File: src/rtl/io_dec_pkg.sv
// Package: shared types for the I/O port address decoder.
// Assumes one sampling clock for every bus input.
package io_dec_pkg;

    // Register-select codes seen by a port
    typedef enum logic [1:0] {
        RSEL_A_CTL  = 2'd0,
        RSEL_A_DATA = 2'd1,
        RSEL_B_CTL  = 2'd2,
        RSEL_B_DATA = 2'd3
    } rsel_e;

    // Sampled bus status and strobes
    typedef struct packed {
        logic st_in;
        logic st_out;
        logic dbin;
        logic wr;
        logic wack;
    } bus_status_t;

endpackage

File: src/rtl/board_match.sv
// Module: board_match
// Compares the board field of the sampled address with the strap and
// qualifies the hit with the I/O status. Purely combinational.
// Assumes the address and status are already registered.
module board_match #(
    parameter int ADDR_W   = 8,
    parameter int LOW_BITS = 4,
    localparam int BOARD_W = ADDR_W - LOW_BITS
) (
    input  logic [ADDR_W-1:0]  addr,
    input  logic [BOARD_W-1:0] strap,
    input  io_dec_pkg::bus_status_t st,
    output logic               hit,
    output logic               sel
);
    // Exact compare of the board field, then status qualification
    always_comb begin
        hit = (addr[ADDR_W-1:LOW_BITS] == strap);
        sel = hit && (st.st_in || st.st_out);
    end
endmodule

File: src/rtl/port_select.sv
// Module: port_select
// Decodes the port field into one-hot chip-selects and passes the
// register field through. Chip-selects are gated by board selection.
module port_select #(
    parameter int ADDR_W    = 8,
    parameter int PORT_BITS = 2,
    parameter int REG_BITS  = 2,
    localparam int NPORTS   = 1 << PORT_BITS
) (
    input  logic [ADDR_W-1:0]   addr,
    input  logic                sel,
    output logic [NPORTS-1:0]   port_cs,
    output logic [REG_BITS-1:0] reg_sel
);
    logic [PORT_BITS-1:0] port_fld;

    // Extract the port field above the register field
    always_comb port_fld = addr[REG_BITS +: PORT_BITS];

    // One comparator per port
    for (genvar gi = 0; gi < NPORTS; gi++) begin : g_cs
        always_comb port_cs[gi] = sel && (port_fld == PORT_BITS'(gi));
    end

    // Register field goes straight to the ports
    always_comb reg_sel = addr[REG_BITS-1:0];
endmodule

File: src/rtl/wait_gen.sv
// Module: wait_gen
// One-shot wait latch. It sets after a rising input status on a hit
// and clears on wait acknowledge; clear dominates. Synchronous
// active-low reset. Assumes the inputs are sampled registers.
module wait_gen (
    input  logic clk,
    input  logic rst_n,
    input  logic st_in,
    input  logic st_out,
    input  logic hit,
    input  logic wack,
    output logic wait_q
);
    logic st_in_d;

    // Previous input-status sample for edge detection
    always_ff @(posedge clk) begin
        if (!rst_n) st_in_d <= 1'b0;
        else        st_in_d <= st_in;
    end

    // Wait latch: clear has priority over set
    always_ff @(posedge clk) begin
        if (!rst_n)                        wait_q <= 1'b0;
        else if (wack)                     wait_q <= 1'b0;
        else if (st_in && !st_in_d && hit) wait_q <= 1'b1;
    end

    assert_wait_clear_R7: assert property (@(posedge clk) disable iff (!rst_n)
        wack |=> !wait_q);

    assert_wait_src_R7: assert property (@(posedge clk) disable iff (!rst_n)
        $rose(wait_q) |-> $past(st_in && hit));

    assert_out_no_wait_R8: assert property (@(posedge clk) disable iff (!rst_n)
        (!wait_q && !st_in && st_out) |=> !wait_q);
endmodule

File: src/rtl/io_port_decoder.sv
// Module: io_port_decoder (top)
// Samples the I/O bus on one clock and produces the port selects,
// the strobes, the ready signal and the read data path enable.
// Assumes board_strap is static during operation.
module io_port_decoder #(
    parameter int ADDR_W    = 8,
    parameter int PORT_BITS = 2,
    parameter int REG_BITS  = 2,
    localparam int LOW_BITS = PORT_BITS + REG_BITS,
    localparam int BOARD_W  = ADDR_W - LOW_BITS,
    localparam int NPORTS   = 1 << PORT_BITS
) (
    input  logic                clk,
    input  logic                rst_n,
    input  logic [ADDR_W-1:0]   io_addr,
    input  logic [BOARD_W-1:0]  board_strap,
    input  logic                stat_in,
    input  logic                stat_out,
    input  logic                dbin_stb,
    input  logic                wr_stb,
    input  logic                wait_ack,
    output logic [NPORTS-1:0]   port_cs,
    output logic [REG_BITS-1:0] reg_sel,
    output logic                port_rw_n,
    output logic                port_en,
    output logic                ready,
    output logic                data_oe,
    output logic                port_rst_n
);
    import io_dec_pkg::*;

    logic [ADDR_W-1:0] addr_s;
    bus_status_t       st_s;
    logic              hit;
    logic              sel;
    logic              wait_q;

    // Sample every bus input on the system clock
    always_ff @(posedge clk) begin
        if (!rst_n) begin
            addr_s <= '0;
            st_s   <= '0;
        end else begin
            addr_s <= io_addr;
            st_s   <= '{st_in: stat_in, st_out: stat_out, dbin: dbin_stb,
                        wr: wr_stb, wack: wait_ack};
        end
    end

    board_match #(.ADDR_W(ADDR_W), .LOW_BITS(LOW_BITS)) u_match (
        .addr (addr_s),
        .strap(board_strap),
        .st   (st_s),
        .hit  (hit),
        .sel  (sel)
    );

    port_select #(.ADDR_W(ADDR_W), .PORT_BITS(PORT_BITS), .REG_BITS(REG_BITS)) u_psel (
        .addr   (addr_s),
        .sel    (sel),
        .port_cs(port_cs),
        .reg_sel(reg_sel)
    );

    wait_gen u_wait (
        .clk   (clk),
        .rst_n (rst_n),
        .st_in (st_s.st_in),
        .st_out(st_s.st_out),
        .hit   (hit),
        .wack  (st_s.wack),
        .wait_q(wait_q)
    );

    // Strobes, direction, ready and read data path enable
    always_comb begin
        port_en    = st_s.dbin || st_s.wr;
        port_rw_n  = !st_s.st_out;
        ready      = !(wait_q && sel);
        data_oe    = sel && st_s.st_in && st_s.dbin;
        port_rst_n = rst_n;
    end

    assert_cs_onehot_R3: assert property (@(posedge clk) disable iff (!rst_n)
        $onehot0(port_cs));

    assert_cs_status_R2: assert property (@(posedge clk) disable iff (!rst_n)
        (|port_cs) |-> (st_s.st_in || st_s.st_out));

    assert_ready_sel_R8: assert property (@(posedge clk) disable iff (!rst_n)
        !ready |-> (|port_cs));
endmodule

File: config.mk
export PLATFORM = sky130hd
export DESIGN_NAME = io_port_decoder
export DESIGN_NICKNAME = d
export VERILOG_FILES = /design/src/rtl/io_dec_pkg.sv /design/src/rtl/board_match.sv /design/src/rtl/port_select.sv /design/src/rtl/wait_gen.sv /design/src/rtl/io_port_decoder.sv
export SDC_FILE = /design/constraint.sdc
export NUM_CORES = 1
export LEC_CHECK = 0
export CAP_MARGIN = 10
export CORE_UTILIZATION = 36
export DETAILED_ROUTE_END_ITERATION = 10
export PLACE_DENSITY_LB_ADDON = 0.15
export SLEW_MARGIN = 20
export SYNTH_ARGS = -nofsm -noshare
export SYNTH_HDL_FRONTEND = slang
export SYNTH_SLANG_ARGS = --single-unit
File: constraint.sdc
create_clock -name clk -period 2.21 [get_ports clk]
set_input_delay 0.663 -clock clk [delete_from_list [all_inputs] [get_ports clk]]
set_output_delay 0.663 -clock clk [all_outputs]
set_load 0.1 [all_outputs]
* Word level (Yosys, flattened, before mapping)
Index checks and enable logic that the tools add are counted.
Operators by class: add/subtract/negate cells 0, multiply operators 0, divide/modulo/power cells 0, magnitude comparators 0, eq/ne operators 4, shift operators 0, mux-type cells 0, bitwise operators 1, reduce and logical (&&, ||, !) cells 17
Operator list (number):
- $logic_and A1 B1 Y1 | 10
- $eq A2 B2 Y1 const B | 2
- $eq A4 B4 Y1 | 1
- $logic_not A1 Y1 | 3
- $eq A2 B1 Y1 const B | 1
- $logic_not A2 Y1 | 1
- $logic_or A1 B1 Y1 | 2
- $reduce_or A2 Y1 | 1
- $not A1 Y1 | 1
Word-level totals: bits in registers 15, latch bits 0, memory bits (writable) 0, ROM bits 0, bits of input ports 19, output and inout bits 11, word-level logic and storage cells 30, memories 0

* Depth between registers and ports, before layout
depth after elaboration 4, mapped depth 3, depth with buffers taken out 3

* By module
A second synthesis with hierarchy kept.
Unflattened totals: cell total of the unflattened synthesis 51, area total of the unflattened synthesis 568.0 µm²
Modules (own cells, without submodules):
- io_port_decoder | times used 1, cells each 32, area each 391.6 µm², seq. area each 260.2 µm²
- wait_gen | times used 1, cells each 7, area each 68.8 µm², seq. area each 40.0 µm²
- board_match | times used 1, cells each 6, area each 55.1 µm², seq. area each 0.0 µm²
- port_select | times used 1, cells each 6, area each 52.6 µm², seq. area each 0.0 µm²

* Worst setup path before layout
Ideal clock, no wire load.
path kind input-to-output, start point input port board_strap[3], end point output port port_cs[2], data arrival time 4.170 ns, required time 1.547 ns, slack -2.623 ns, cell stages on the path 3, buffers on the path 0, cells stage by stage xnor2_1 > nand4_2 > nor4b_1
On the way: longest elaborated chain between the ends 3
Ends and longest elaborated chain:
- start: declaration | line io_port_decoder.sv:16 | input logic [BOARD_W-1:0] board_strap,
- $eq A4 B4 Y1 | line board_match.sv:18 | hit = (addr[ADDR_W-1:LOW_BITS] == strap);
- $logic_and A1 B1 Y1 | line board_match.sv:19 | sel = hit && (st.st_in || st.st_out);
- $logic_and A1 B1 Y1 | line port_select.sv:22 | always_comb port_cs[gi] = sel && (port_fld == PORT_BITS'(gi));
- end: declaration | line io_port_decoder.sv:22 | output logic [NPORTS-1:0] port_cs,
Every way passes these cells.

* Worst setup path after layout
start point input port board_strap[0], end point output port port_cs[2]
The elaborated chain is that of the path after synthesis.

==> impl_metrics.py <==
metrics = {
    "place": {
        "placed_area_sq_mm": 0.00107,
        "preCtsSetupSlack_ps": -673,
        "dpl.hpwl_microns": 956,
        "io_buffers": 29,
        "globalplace.congestion": 0.617,
        "dp_cells": 96,
    },
    "setup_path": {
        "reg2reg_to": "u_wait.wait_q",
        "rr_worst_depth": 5,
        "criticalPathCategory": "primary input to output pin",
        "cp-start-kind": "primary input",
        "crit_chain": "buf_8 -> xnor2_4 -> nand4_4 -> buf_12 -> nor4b_4 -> buf_12",
        "critical_path.top_delay_family": "buffers and inverters",
        "endpoint_kind": "output pin",
        "required_ps": 1550,
        "critPathBufInv": 3,
        "crit_arrival_ps": 1720,
        "r2r-start": "addr_s[7]",
        "critical_path.slowest_cell": "nor4b_4",
        "reg2reg_slack_ps": 990,
        "critPathMaxStageDelay_ps": 270,
        "path_common_cell": "buf_12",
        "crit_fanout": 5,
    },
    "synth": {
        "ys.flop_type": "dfxtp_1",
        "syn_area_sq_um": 547,
        "synth_edf_count": 0,
        "async_flop_share": 0,
        "synth_top_area_cell": "dfxtp_1",
        "synth_top_family_by_area": "simple AND/OR/NAND/NOR gates",
        "synth_nets": 72,
        "yosys.cell_types.count": 17,
        "synth_commonest_cells": "15 x dfxtp_1, 14 x and2_1, 4 x xnor2_1",
        "yosys-top-cells-area": "dfxtp_1 55%, and2_1 16%, xnor2_1 6.4%",
        "ys_seq_area_frac": 0.549,
        "synth_xor_xnor_area_share": 0.0641,
        "yosys.cell_count.top_type": "dfxtp_1",
        "synth-seq-cells": 15,
        "synth-compound-area-share": 0.00915,
        "synth-simple-area-share": 0.323,
        "syn_area_per_cell_sq_um": 10.3,
        "synthMuxAreaShare": 0,
        "yosys_warnings": 0,
        "synthAdderAreaFrac": 0,
        "syn_inst": 53,
        "synth_top_area_share": 0.549,
    },
    "finish": {
        "fillCellCount": 82,
        "fin_nets": 106,
        "n_antenna_cell": 0,
        "final_cell_area_sq_mm": 0.00112,
        "final_layout_size_suffix_gt1_frac": 0.395,
        "area_delta_synth_final_pct": 105,
        "fin_util": 0.830,
        "instances_no_fill": 101,
    },
    "power_and_ir_drop": {
        "p_leak_uw": 0.000439,
        "power_density_mw_per_mm2": 538,
        "max-vdd-ir-drop_mv": 0.387,
    },
    "die": {
        "die_w_microns": 41.0,
        "std_cell_rows": 13,
        "die_h_microns": 41.0,
        "dieArea_sq_mm": 0.00168,
        "core-area_sq_mm": 0.00135,
        "io_pins": 30,
        "initial_utilization": 0.405,
    },
    "sta": {
        "drv_slew": 0,
        "grt_setup_unrepaired": "yes",
        "post-route-period-util": 1.08,
        "fin_crit_ps": 2380,
        "maxSlewHeadroom": 0.816,
        "fin_tns_setup_ps": -666,
        "setup_slack_ps": -172,
        "setup_viol": 6,
        "hold_violations": 0,
        "tightest_slew_ps": 275,
        "skew_ps": 0.485,
        "fmax_mhz": 420,
    },
    "min_path": {
        "hp-start": "u_wait.wait_q",
        "hp-class": "flop to flop",
        "min_path_cells": 2,
        "holdPathEnd": "u_wait.wait_q",
    },
    "clocking": {
        "numCtsBuffers": 3,
        "clk_latency_ps": 270,
        "ctsHoldBuffers": 0,
        "cts_tree": "done",
        "ctsRootBufferMaster": "clkbuf_4",
        "htreeDepth": 1,
        "cts.sinks": 15,
        "cts.clk_slew.worst_paths_ps": 80,
        "clockBufferDepth": 2,
    },
    "detailed_routing": {
        "dr.first_iter.drc_count": 4,
        "vias": 466,
        "vias_per_cell": 4.61,
        "routed_wl_mm": 1.13,
        "post-route-drc-count": 0,
        "dr.pass1.iters": 2,
        "avgRoutedWirePerCell_microns": 11.1,
        "postRouteAntennaNets": 0,
    },
    "flow_run": {
        "maxCapViolations": 0,
    },
    "grt": {
        "antenna_found_initial": 0,
        "grt_max_degree": 16,
        "overflow": 0,
        "grt_pass1_vias": 474,
        "grt_pass1_wl_mm": 1.80,
        "grt.total_usage": 0.169,
    },
    "run_status": {
        "status": "complete, but fails checks",
        "violations": "negative setup slack",
    },
}
[registers in the layout (all words and copies together) (netlist names)]
name / cells
u_wait.wait_q: 1
addr_s: 8
st_s: 5
u_wait.st_in_d: 1
[layout make-up]
cell class	instances	area, sq um	share of cell area
Inverter	1	3.75	0.00335
Tap cell	15	18.8	0.0167
Timing Repair Buffer	33	405	0.362
Multi-Input combinational cell	33	367	0.327
Clock buffer	4	26.3	0.0234
Sequential cell	15	300	0.268
[through the flow]
step	total power, uW	hold slack, ps
floorplan	398	418
global placement	454	428
detailed placement	458	446
CTS	608	465
global route	630	522
finish	603	458
[tightest hold or removal path, delay by kind of cell (launching register included)]
family          cells  cell delay (ps)
simple gates        1               40
compound gates      1               60
flops               1              330
[per-layer routing]
metal / GRT usage / vias to the layer above / wire length (microns)
li1: - / 233 / -
met1: 0.166 / 215 / 414
met2: 0.332 / 18 / 652
met3: 0.0326 / 0 / 58
met4: 0.0750 / 0 / 0
met5: 0 / - / 0
[logic make-up after synthesis]
group	after synthesis
xor gates and xnor gates	4
and+or+nand+nor	28
AOI/OAI and AO/OA	1
DFF	15
buffers and inverters	5
[how the worst max path moves through the flow]
stage              startpoint    endpoint  slack [ps]  cells past startpoint
2_1_floorplan  board_strap[0]  port_cs[2]        -620                      3
3_3_place_gp   board_strap[2]  port_cs[2]        -640                      6
3_5_place_dp   board_strap[3]  port_cs[2]        -670                      6
4_1_cts        board_strap[0]  port_cs[2]        -180                      6
5_1_grt        board_strap[0]  port_cs[1]        -210                      6
6_report       board_strap[0]  port_cs[2]        -170                      6
[report_power, final]
part	switching, uW	internal, uW	total (uW)	leakage [uW]
logic	79.2	79.2	158	0.000299
registers	12.2	284	296	0.000125
clock network	78.7	69.8	149	0.0000150
[cell usage in the layout, fill, tap and decap left out]
cell type,n
nor4b_4,2
nor3_4,1
clkbuf_4,3
dfxtp_1,15
buf_12,8
nand4_4,1
and2_1,14
nor2_1,1
buf_4,7
buf_6,2
buf_8,2
nor2b_1,1
nor4_4,1
xnor2_4,4
clkbuf_1,1
nand2_1,3
nand3b_1,1
o21ai_0,1
inv_1,1
nor2_4,1
or3b_4,1
or2_2,1
clkdlybuf4s50_1,14
[what timing repair did]
item                                    in CTS  in global routing
cloned                                       0                  0
endpoints found under the setup margin       6                  6
gates resized for setup                     27                  1
buffers inserted                             1                  0
pin swaps                                    7                  2
Power figures use the tool's default switching activity.
